===== src/rtl/dmaseq_pkg.sv =====
package dmaseq_pkg;
   typedef enum logic [1:0] {
      AM_FIXED = 2'd0,
      AM_INC   = 2'd1,
      AM_DEC   = 2'd2,
      AM_HOLD  = 2'd3
   } addr_mode_e;

   typedef enum logic [1:0] {
      OP_NORMAL = 2'd0,
      OP_REPEAT = 2'd1,
      OP_RELOAD = 2'd2,
      OP_SPARE  = 2'd3
   } op_mode_e;

   localparam logic [2:0] SEL_SRC    = 3'd0;
   localparam logic [2:0] SEL_DST    = 3'd1;
   localparam logic [2:0] SEL_CNT    = 3'd2;
   localparam logic [2:0] SEL_CTRL   = 3'd3;
   localparam logic [2:0] SEL_SRCBK  = 3'd4;
   localparam logic [2:0] SEL_DSTBK  = 3'd5;
   localparam logic [2:0] SEL_CNTBK  = 3'd6;
   localparam logic [2:0] SEL_GLOBAL = 3'd7;

   // reload sub-fields of the backup count
   localparam int RL_LO = 0;
   localparam int RL_HI = 16;
   localparam int RL_W  = 8;
endpackage


===== src/rtl/dmaseq_step.sv =====
module dmaseq_step #(
   parameter int AW = 32
) (
   input  logic [AW-1:0] addr_i,
   input  logic [1:0]    mode_i,
   input  logic [1:0]    size_i,
   output logic [AW-1:0] addr_o
);
   import dmaseq_pkg::*;

   logic [AW-1:0] step;
   assign step = {{(AW-1){1'b0}}, 1'b1} << size_i;

   always_comb begin
      case (addr_mode_e'(mode_i))
         AM_INC:  addr_o = addr_i + step;
         AM_DEC:  addr_o = addr_i - step;
         default: addr_o = addr_i;
      endcase
   end
endmodule


===== src/rtl/dmaseq_gate.sv =====
module dmaseq_gate (
   input  logic       chan_en_i,
   input  logic       master_en_i,
   input  logic       nmi_i,
   input  logic       aerr_i,
   input  logic       te_i,
   input  logic       he_i,
   input  logic       hie_i,
   input  logic [1:0] op_i,
   output logic       go_o
);
   import dmaseq_pkg::*;

   logic enabled, rep_pass;

   assign enabled  = chan_en_i & master_en_i & ~nmi_i & ~aerr_i;
   assign rep_pass = (op_mode_e'(op_i) == OP_REPEAT) & hie_i & ~he_i;
   assign go_o     = enabled & (~te_i | rep_pass);
endmodule


===== src/rtl/dma_chan_seq.sv =====
module dma_chan_seq #(
   parameter int AW = 32,
   parameter int CW = 24,
   parameter int DW = 32
) (
   input  logic          clk,
   input  logic          rst_n,
   input  logic          wr_en,
   input  logic [2:0]    wr_sel,
   input  logic [DW-1:0] wr_data,
   input  logic          req,
   output logic          start,
   output logic [AW-1:0] start_src,
   output logic [AW-1:0] start_dst,
   output logic [1:0]    start_size,
   input  logic          done,
   output logic          irq_end,
   output logic          irq_half,
   output logic          te_flag,
   output logic          he_flag,
   output logic [CW-1:0] count
);
   import dmaseq_pkg::*;

   localparam int NDIR = 2;

   if (CW < RL_HI + RL_W) begin : g_cw_chk
      $error("dma_chan_seq: CW must cover the reload fields");
   end
   if (CW > DW || AW > DW) begin : g_dw_chk
      $error("dma_chan_seq: register width exceeds DW");
   end
   if (AW < 4) begin : g_aw_chk
      $error("dma_chan_seq: AW too small for an 8-byte step");
   end

   logic [AW-1:0] addr_q  [NDIR];
   logic [AW-1:0] bk_q    [NDIR];
   logic [AW-1:0] step_a  [NDIR];
   logic [1:0]    amode_q [NDIR];
   logic [CW-1:0] cnt_q, cntbk_q, cnt_dec;
   logic [1:0]    size_q, op_q;
   logic          en_q, ie_q, hie_q, te_q, he_q;
   logic          men_q, nmi_q, aerr_q;
   logic          busy_q, go, upd, at_zero, at_half, rl_hit, stop, rep_back;

   for (genvar g = 0; g < NDIR; g++) begin : g_dir
      dmaseq_step #(.AW(AW)) u_step (
         .addr_i (addr_q[g]),
         .mode_i (amode_q[g]),
         .size_i (size_q),
         .addr_o (step_a[g])
      );
   end

   dmaseq_gate u_gate (
      .chan_en_i   (en_q),
      .master_en_i (men_q),
      .nmi_i       (nmi_q),
      .aerr_i      (aerr_q),
      .te_i        (te_q),
      .he_i        (he_q),
      .hie_i       (hie_q),
      .op_i        (op_q),
      .go_o        (go)
   );

   assign upd      = busy_q & done;
   assign cnt_dec  = cnt_q - {{(CW-1){1'b0}}, 1'b1};
   assign at_zero  = (cnt_dec == '0);
   assign at_half  = (cnt_dec == (cntbk_q >> 1));
   assign rl_hit   = (op_mode_e'(op_q) == OP_RELOAD) && (cnt_dec[RL_LO +: RL_W] == '0);
   assign stop     = nmi_q | aerr_q | ~en_q | ~men_q;
   assign rep_back = at_zero && (op_mode_e'(op_q) == OP_REPEAT) && !stop;

   always_ff @(posedge clk or negedge rst_n) begin
      if (!rst_n) begin
         for (int i = 0; i < NDIR; i++) begin
            addr_q[i]  <= '0;
            bk_q[i]    <= '0;
            amode_q[i] <= '0;
         end
         cnt_q      <= '0;
         cntbk_q    <= '0;
         size_q     <= '0;
         op_q       <= '0;
         en_q       <= 1'b0;
         ie_q       <= 1'b0;
         hie_q      <= 1'b0;
         te_q       <= 1'b0;
         he_q       <= 1'b0;
         men_q      <= 1'b0;
         nmi_q      <= 1'b0;
         aerr_q     <= 1'b0;
         busy_q     <= 1'b0;
         start      <= 1'b0;
         start_src  <= '0;
         start_dst  <= '0;
         start_size <= '0;
         irq_end    <= 1'b0;
         irq_half   <= 1'b0;
      end else begin
         start    <= 1'b0;
         irq_end  <= 1'b0;
         irq_half <= 1'b0;

         if (!busy_q && req && go) begin
            start      <= 1'b1;
            busy_q     <= 1'b1;
            start_src  <= addr_q[0];
            start_dst  <= addr_q[1];
            start_size <= size_q;
         end

         if (upd) begin
            busy_q <= 1'b0;
            cnt_q  <= rep_back ? cntbk_q : cnt_dec;
            for (int i = 0; i < NDIR; i++)
               addr_q[i] <= (rep_back || rl_hit) ? bk_q[i] : step_a[i];
            if (op_mode_e'(op_q) == OP_RELOAD)
               cntbk_q[RL_LO +: RL_W] <= rl_hit ? cntbk_q[RL_HI +: RL_W]
                                                : cntbk_q[RL_LO +: RL_W] - 8'd1;
            if (at_zero) begin
               te_q    <= 1'b1;
               irq_end <= ie_q;
            end else if (at_half) begin
               he_q     <= 1'b1;
               irq_half <= hie_q;
            end
         end

         if (wr_en) begin
            case (wr_sel)
               SEL_SRC:   addr_q[0] <= wr_data[AW-1:0];
               SEL_DST:   addr_q[1] <= wr_data[AW-1:0];
               SEL_CNT:   cnt_q     <= wr_data[CW-1:0];
               SEL_SRCBK: bk_q[0]   <= wr_data[AW-1:0];
               SEL_DSTBK: bk_q[1]   <= wr_data[AW-1:0];
               SEL_CNTBK: cntbk_q   <= wr_data[CW-1:0];
               SEL_CTRL: begin
                  en_q       <= wr_data[0];
                  ie_q       <= wr_data[1];
                  hie_q      <= wr_data[2];
                  te_q       <= te_q & wr_data[3];
                  he_q       <= he_q & wr_data[4];
                  amode_q[0] <= wr_data[6:5];
                  amode_q[1] <= wr_data[8:7];
                  size_q     <= wr_data[10:9];
                  op_q       <= wr_data[12:11];
               end
               default: begin
                  men_q  <= wr_data[0];
                  nmi_q  <= wr_data[1];
                  aerr_q <= wr_data[2];
               end
            endcase
         end
      end
   end

   assign te_flag = te_q;
   assign he_flag = he_q;
   assign count   = cnt_q;
endmodule


===== config.mk =====
export PLATFORM = sky130hd
export DESIGN_NAME = dma_chan_seq
export DESIGN_NICKNAME = d
export VERILOG_FILES = /design/src/rtl/dmaseq_pkg.sv /design/src/rtl/dmaseq_step.sv /design/src/rtl/dmaseq_gate.sv /design/src/rtl/dma_chan_seq.sv
export SDC_FILE = /design/constraint.sdc
export NUM_CORES = 1
export LEC_CHECK = 0
export ABC_AREA = 1
export ABC_CLOCK_PERIOD_IN_PS = 5700
export BUFFER_PORTS_ARGS = -buffer_cell sky130_fd_sc_hd__buf_4
export CAP_MARGIN = 25
export CORE_ASPECT_RATIO = 0.6
export CORE_MARGIN = 8
export CORE_UTILIZATION = 52
export CTS_CLUSTER_DIAMETER = 100
export DETAILED_ROUTE_END_ITERATION = 8
export PLACE_DENSITY_LB_ADDON = 0.08
export SLEW_MARGIN = 20
export SYNTH_ARGS = -nofsm -noshare
export SYNTH_HDL_FRONTEND = slang
export SYNTH_SLANG_ARGS = --single-unit

===== constraint.sdc =====
create_clock -name clk -period 5.7 [get_ports clk]
set_input_delay 0.57 -clock clk [delete_from_list [all_inputs] [get_ports clk]]
set_output_delay 0.57 -clock clk [all_outputs]
set_load 0.03 [all_outputs]

==> flow_metrics.py, run 1 <==
metrics = {
    "clocking": {
        "clock_latency_ns": 0.58,
        "cts_tree": "built",
        "cts-buffers-inserted": 28,
        "clkTransAtPathRegs_ns": 0.07,
        "cts_root_buf": "clkbuf_16",
        "post-cts-setup-buffers": 0,
        "clk_path_buf_depth": 3,
        "clock_sinks": 262,
        "cts-htree-levels": 1,
    },
    "worst_setup_path": {
        "required_ns": 6.15,
        "worstSetupPathType": "reg2reg",
        "crit_path_max_fanout": 44,
        "crit_buf_inv": 2,
        "crit_cells": 16,
        "critical_path_arrival_ns": 4.91,
        "r2r_cells": 16,
        "cp_slowest_stage_delay_ns": 0.98,
        "end_kind": "flip-flop",
        "critPathSlowestCell": "nand2_2",
        "cp_cell_sequence": "inv_1, ha_1, nand2_1, nor2_1, nand2_1, nand2_1, nand2_1, nor2_1, nand2_1, nor2_4, nand3_4, nand2_2, buf_4, nand2_1, nand3_1, a21oi_1",
        "start_kind": "flip-flop",
        "cp_common_cell": "nand2_1",
        "cpLargestDelayFamily": "simple AND/OR/NAND/NOR gates",
    },
    "timing": {
        "skew_ns": 0.0293,
        "rsz0062_at_grt": "no",
        "finalSetupViolations": 0,
        "fin_crit_ns": 4.46,
        "maxSlewHeadroom": 0.252,
        "hold_violations": 0,
        "tightest_slew_ns": 1.12,
        "fmax_mhz": 224,
        "setup_tns_ns": 0,
        "slew_violations": 0,
        "worst_slack_ns": 1.24,
        "fin_crit_sh": 0.783,
    },
    "die": {
        "die_h_um": 163,
        "initial_core_util": 0.523,
        "row_count": 54,
        "core_area_sq_um": 36000,
        "io_pins": 135,
        "die_w_um": 262,
        "die_area_sq_um": 42800,
    },
    "detailed_routing": {
        "avgViaCountPerCell": 5.66,
        "drtAntennaViolNets": 0,
        "wl_met3_um": 8080,
        "drcViolationCount": 0,
        "drt-met1-wl_um": 32300,
        "wl_met2_um": 27400,
        "wirelength_um": 69800,
        "drtIter0Drc": 2334,
        "top_layer_used": "met5",
        "routedWlPerCell_um": 20.1,
        "vias": 19653,
        "first_pass_iters": 6,
    },
    "pwr": {
        "p_clk_frac": 0.150,
        "swShare": 0.518,
        "internal_power_uw": 6240,
        "combPwrFrac": 0.595,
        "fin_total_pwr_uw": 12900,
        "peakVddDrop_mv": 0.357,
        "p_leak_uw": 0.0113,
        "p_seq_frac": 0.255,
        "power_per_cell_area_nw_per_um2": 613,
        "p_sw_uw": 6710,
    },
    "global_routing": {
        "grt_pass1_vias": 18020,
        "antenna_found_initial": 1,
        "grt_pass1_wl_um": 106000,
        "grt.total_usage": 0.321,
        "grt_max_degree": 141,
        "grt-ovfl-total": 0,
    },
    "finish": {
        "layout.nets": 3087,
        "multiInputGateArea_sq_um": 10200,
        "final_core_util": 0.587,
        "final_cell_mix": "nand2_1 (880), inv_1 (435), dfrtp_1 (262)",
        "n_fill_cell": 3569,
        "syn2layout_area_growth_pct": 12.1,
        "layout-drive-gt1-share": 0.0912,
        "final_common_cell": "nand2_1",
        "seqCellArea_sq_um": 6560,
        "final_cell_area_sq_um": 21100,
    },
    "yosys": {
        "ys_ff_latch": 262,
        "synth-edff-count": 0,
        "ys_warn_count": 0,
        "yosysSeqAreaShare": 0.348,
        "synth_ff_type": "dfrtp_1",
        "synthArstFlopShare": 1.00,
        "syn_inst": 2902,
        "synth.distinct_cells": 43,
        "syn_nets": 3016,
        "syn_area_sq_um": 18800,
        "syn_area_per_cell_sq_um": 6.49,
    },
    "placed_design": {
        "dpl_worst_slack_ns": 1.38,
        "dp_hpwl_um": 51400,
        "place_area_sq_um": 20100,
        "gp_congestion": 1.00,
        "numPortBuffers": 134,
    },
    "hold_path": {
        "hp-class": "in2reg",
        "worstHoldPathCells": 2,
    },
    "job": {
        "cap_viol_max_count": 0,
    },
    "status": {
        "status": "complete, no violations",
    },
}
==> cell usage after synthesis, types with 11 or more instances <==
| cell | instances | share of area |
|---|---|---|
| a21oi_1 | 232 | 0.062 |
| buf_1 | 14 | 0.0028 |
| buf_2 | 12 | 0.0032 |
| clkbuf_1 | 77 | 0.015 |
| dfrtp_1 | 262 | 0.35 |
| ha_1 | 72 | 0.048 |
| inv_1 | 436 | 0.087 |
| nand2_1 | 885 | 0.18 |
| nand2_2 | 18 | 0.0060 |
| nand3_1 | 243 | 0.065 |
| nand3b_1 | 13 | 0.0052 |
| nand4_1 | 22 | 0.0073 |
| nor2_1 | 254 | 0.051 |
| nor2_2 | 11 | 0.0037 |
| nor3_1 | 17 | 0.0045 |
| o211ai_2 | 20 | 0.013 |
| o21ai_0 | 209 | 0.056 |
| xor2_1 | 33 | 0.015 |
==> cells by family (layout without fill, tap and decap cells) <==
family	Yosys count	count (layout)	share of synthesized area
AND/OR/NAND/NOR	1481	1481	0.327
buffers and inverters	554	647	0.114
AO/OA/AOI/OAI	491	491	0.142
flip-flops	262	262	0.348
adder cells (fa/ha/maj)	74	74	0.0499
XOR/XNOR	38	38	0.0177
multiplexers	2	2	0.00106
other	0	1	0
==> power groups by stage <==
stage / combinational, uW / clock, uW / sequential [uW]
after CTS: 7550 / 1950 / 3280
after detailed placement: 7500 / 0 / 3300
after floorplan: 4720 / 0 / 3680
after global routing: 8510 / 2010 / 3390
after global placement: 7430 / 0 / 3280
final: 7700 / 1940 / 3300
==> layer usage <==
layer  global-route usage  vias up
met5                    0        -
met4               0.0839        2
met3               0.0966      129
met2                0.442      958
met1                0.479     9221
li1                     -     9343
==> flip-flops by register name, indices dropped and copies added (netlist names), 2 cells and up <==
register    cells
addr_q         64
bk_q           64
start_dst      32
start_src      32
cntbk_q        24
count          24
amode_q         4
op_q            2
size_q          2
start_size      2
==> final cells by class <==
type                       instances  share of cell area
sequential                       262               0.310
antenna                            1            0.000118
timing repair buffer             153              0.0562
inverter                         442              0.0786
tap                              476              0.0282
clock inverter                    13             0.00646
multi-input combinational       2086               0.482
clock buffer                      39              0.0385
==> worst paths after layout <==
check	startpoint	slack [ns]	end
max	count[0]$_DFF_PN0_	1.24	addr_q[17]$_DFF_PN0_
max reg2reg	count[0]$_DFF_PN0_	1.24	addr_q[17]$_DFF_PN0_
min	done	0.24	busy_q$_DFFE_PN0P_
min reg2reg	start_src[12]$_DFFE_PN0P_	0.49	start_src[12]$_DFFE_PN0P_
min in group asynchronous	rst_n	0.49	addr_q[28]$_DFF_PN0_
max in group asynchronous	rst_n	4.04	count[1]$_DFF_PN0_
==> worst reg2reg max path: cells and delay by family, from the launching register on <==
kind	cells	cell delay [ns]
AND/OR/NAND/NOR	12	2.81
AO/OA/AOI/OAI	1	0.08
flip-flops	1	0.44
buffers and inverters	2	0.65
adder cells (fa/ha/maj)	1	0.35
==> repair_timing <==
item	CTS	global route
endpoints found under the hold margin	51	0
gates resized for setup	0	0
hold buffers	1	0
endpoints found under the setup margin	0	0
==> stage by stage <==
step | cells | hold WS, ns
CTS | 3468 | 0.228
global placement | 3415 | 0.465
finish | 3472 | 0.242
floorplan | 2902 | 0.274
global route | 3471 | 0.248
detailed placement | 3415 | 0.470
(Power assumes the default switching activity.)
==> run 2: changes to the inputs <==
- ABC_CLOCK_PERIOD_IN_PS: 5700 -> 4700
- clock period: 5.7 -> 4.7 ns (I/O delays scaled with it)
==> flow_metrics.py, run 2 (synthesis results as in run 1) <==
metrics = {
    "pwr": {
        "peakVddDrop_mv": 0.402,
        "p_leak_uw": 0.0114,
        "power_per_cell_area_nw_per_um2": 742,
        "fin_total_pwr_uw": 15700,
    },
    "detailed_routing": {
        "avgViaCountPerCell": 5.68,
        "first_pass_iters": 6,
        "vias": 19729,
        "drcViolationCount": 0,
        "drtAntennaViolNets": 0,
        "routedWlPerCell_um": 20.1,
        "drtIter0Drc": 2667,
        "wirelength_um": 69800,
    },
    "finish": {
        "syn2layout_area_growth_pct": 12.2,
        "final_cell_mix": "nand2_1 (880), inv_1 (435), dfrtp_1 (262)",
        "final_common_cell": "nand2_1",
        "layout-drive-gt1-share": 0.0914,
        "instances_no_fill": 3475,
        "layout.nets": 3093,
        "largestRegisters": "addr_q: 64 flops, bk_q: 64 flops",
        "antenna_cells": 0,
    },
    "timing": {
        "skew_ns": 0.0273,
        "tightest_slew_ns": 0.955,
        "fin_crit_ns": 4.04,
        "worst_slack_ns": 0.659,
        "rsz0062_at_grt": "no",
        "fmax_mhz": 247,
        "hold_violations": 0,
        "setup_tns_ns": 0,
        "maxSlewHeadroom": 0.363,
        "finalSetupViolations": 0,
        "slew_violations": 0,
        "fin_crit_sh": 0.860,
    },
    "job": {
        "cap_viol_max_count": 0,
    },
    "worst_setup_path": {
        "cp_common_cell": "nand3_1",
        "critical_path_arrival_ns": 4.48,
        "end_kind": "flip-flop",
        "required_ns": 5.14,
        "cp_cell_sequence": "nor2_1, inv_1, ha_1, o21ai_0, inv_1, fa_1, inv_1, nand3_1, nand3_1, nand3_1, nand2_1, nand2_1, nand4_1, nand3_1, nand2_1, nand3_1, nand3_1, a21oi_1",
        "cp_slowest_stage_delay_ns": 0.52,
        "critPathSlowestCell": "o21ai_0",
        "crit_path_max_fanout": 7,
        "worstSetupPathType": "reg2reg",
        "start_kind": "flip-flop",
    },
    "clocking": {
        "clock_sinks": 262,
        "post-cts-setup-buffers": 0,
        "cts-htree-levels": 1,
        "cts-buffers-inserted": 27,
        "cts_tree": "built",
        "cts_root_buf": "clkbuf_16",
        "clkTransAtPathRegs_ns": 0.06,
        "clk_path_buf_depth": 3,
        "clock_latency_ns": 0.58,
    },
    "global_routing": {
        "antenna_found_initial": 0,
        "grt_max_degree": 124,
        "grt-ovfl-total": 0,
        "grt_pass1_vias": 18023,
        "grt_pass1_wl_um": 107000,
        "grt.total_usage": 0.321,
    },
    "placed_design": {
        "gp_congestion": 1.03,
        "numPortBuffers": 134,
        "dp_hpwl_um": 52200,
        "dpl_worst_slack_ns": 0.886,
        "dp.cells": 3422,
    },
    "die": {
        "die_w_um": 262,
        "core_area_sq_um": 36000,
        "row_count": 54,
        "die_area_sq_um": 42800,
        "die_h_um": 163,
        "initial_core_util": 0.523,
        "io_pins": 135,
    },
    "hold_path": {
        "hp-class": "in2reg",
    },
    "status": {
        "status": "complete, no violations",
    },
}
## run 2: worst paths after layout
path,from,to,slack (ns),cells after the start
min,done,busy_q$_DFFE_PN0P_,0.17,2
min reg2reg,start_src[13]$_DFFE_PN0P_,start_src[13]$_DFFE_PN0P_,0.48,2
min in group asynchronous,rst_n,bk_q[25]$_DFFE_PN0P_,0.53,2
max in group asynchronous,rst_n,addr_q[39]$_DFF_PN0_,2.93,3
max,size_q[1]$_DFFE_PN0P_,addr_q[24]$_DFF_PN0_,0.66,18
max reg2reg,size_q[1]$_DFFE_PN0P_,addr_q[24]$_DFF_PN0_,0.66,18
## run 2: critical path, delay by kind of cell, from the launching register on
family	cells	cell delay, ns
flip-flops	1	0.44
AND/OR/NAND/NOR	11	1.73
adder cells (fa/ha/maj)	2	0.84
buffers and inverters	3	0.33
AO/OA/AOI/OAI	2	0.59
## run 2: power breakdown
| part | leakage (uW) | switching (uW) | total [uW] | internal (uW) |
|---|---|---|---|---|
| sequential | 0.00318 | 888 | 3990 | 3100 |
| clock | 0.000443 | 982 | 2270 | 1280 |
| combinational | 0.00774 | 6270 | 9430 | 3160 |
## run 2: metal layers
layer  GRT usage  up-vias  routed length, um
li1            -     9322                  -
met1       0.500     9327              33000
met2       0.444      975              27900
met3      0.0599      105               7130
met4      0.0826        0               1790
met5           0        -                  0
## run 2: layout make-up
type,count,area [sq um]
tap,476,596
inverter,442,1660
fill,3537,14900
timing repair buffer,160,1270
clock buffer,37,753
multi-input combinational,2086,10200
clock inverter,12,141
sequential,262,6560
## run 2: what timing repair did
item | CTS | global route
resized for setup | 0 | 0
hold endpoints to repair | 11 | 0
hold buffers | 1 | 0
## run 2: per-stage QoR
step                       util  instance area (sq um)  hold WS [ns]
final                     0.587                  21100         0.170
after global routing      0.587                  21100         0.170
after CTS                 0.586                  21100         0.157
after detailed placement  0.560                  20200         0.468
after global placement    0.559                  20100         0.465
after floorplan               -                  18800         0.174
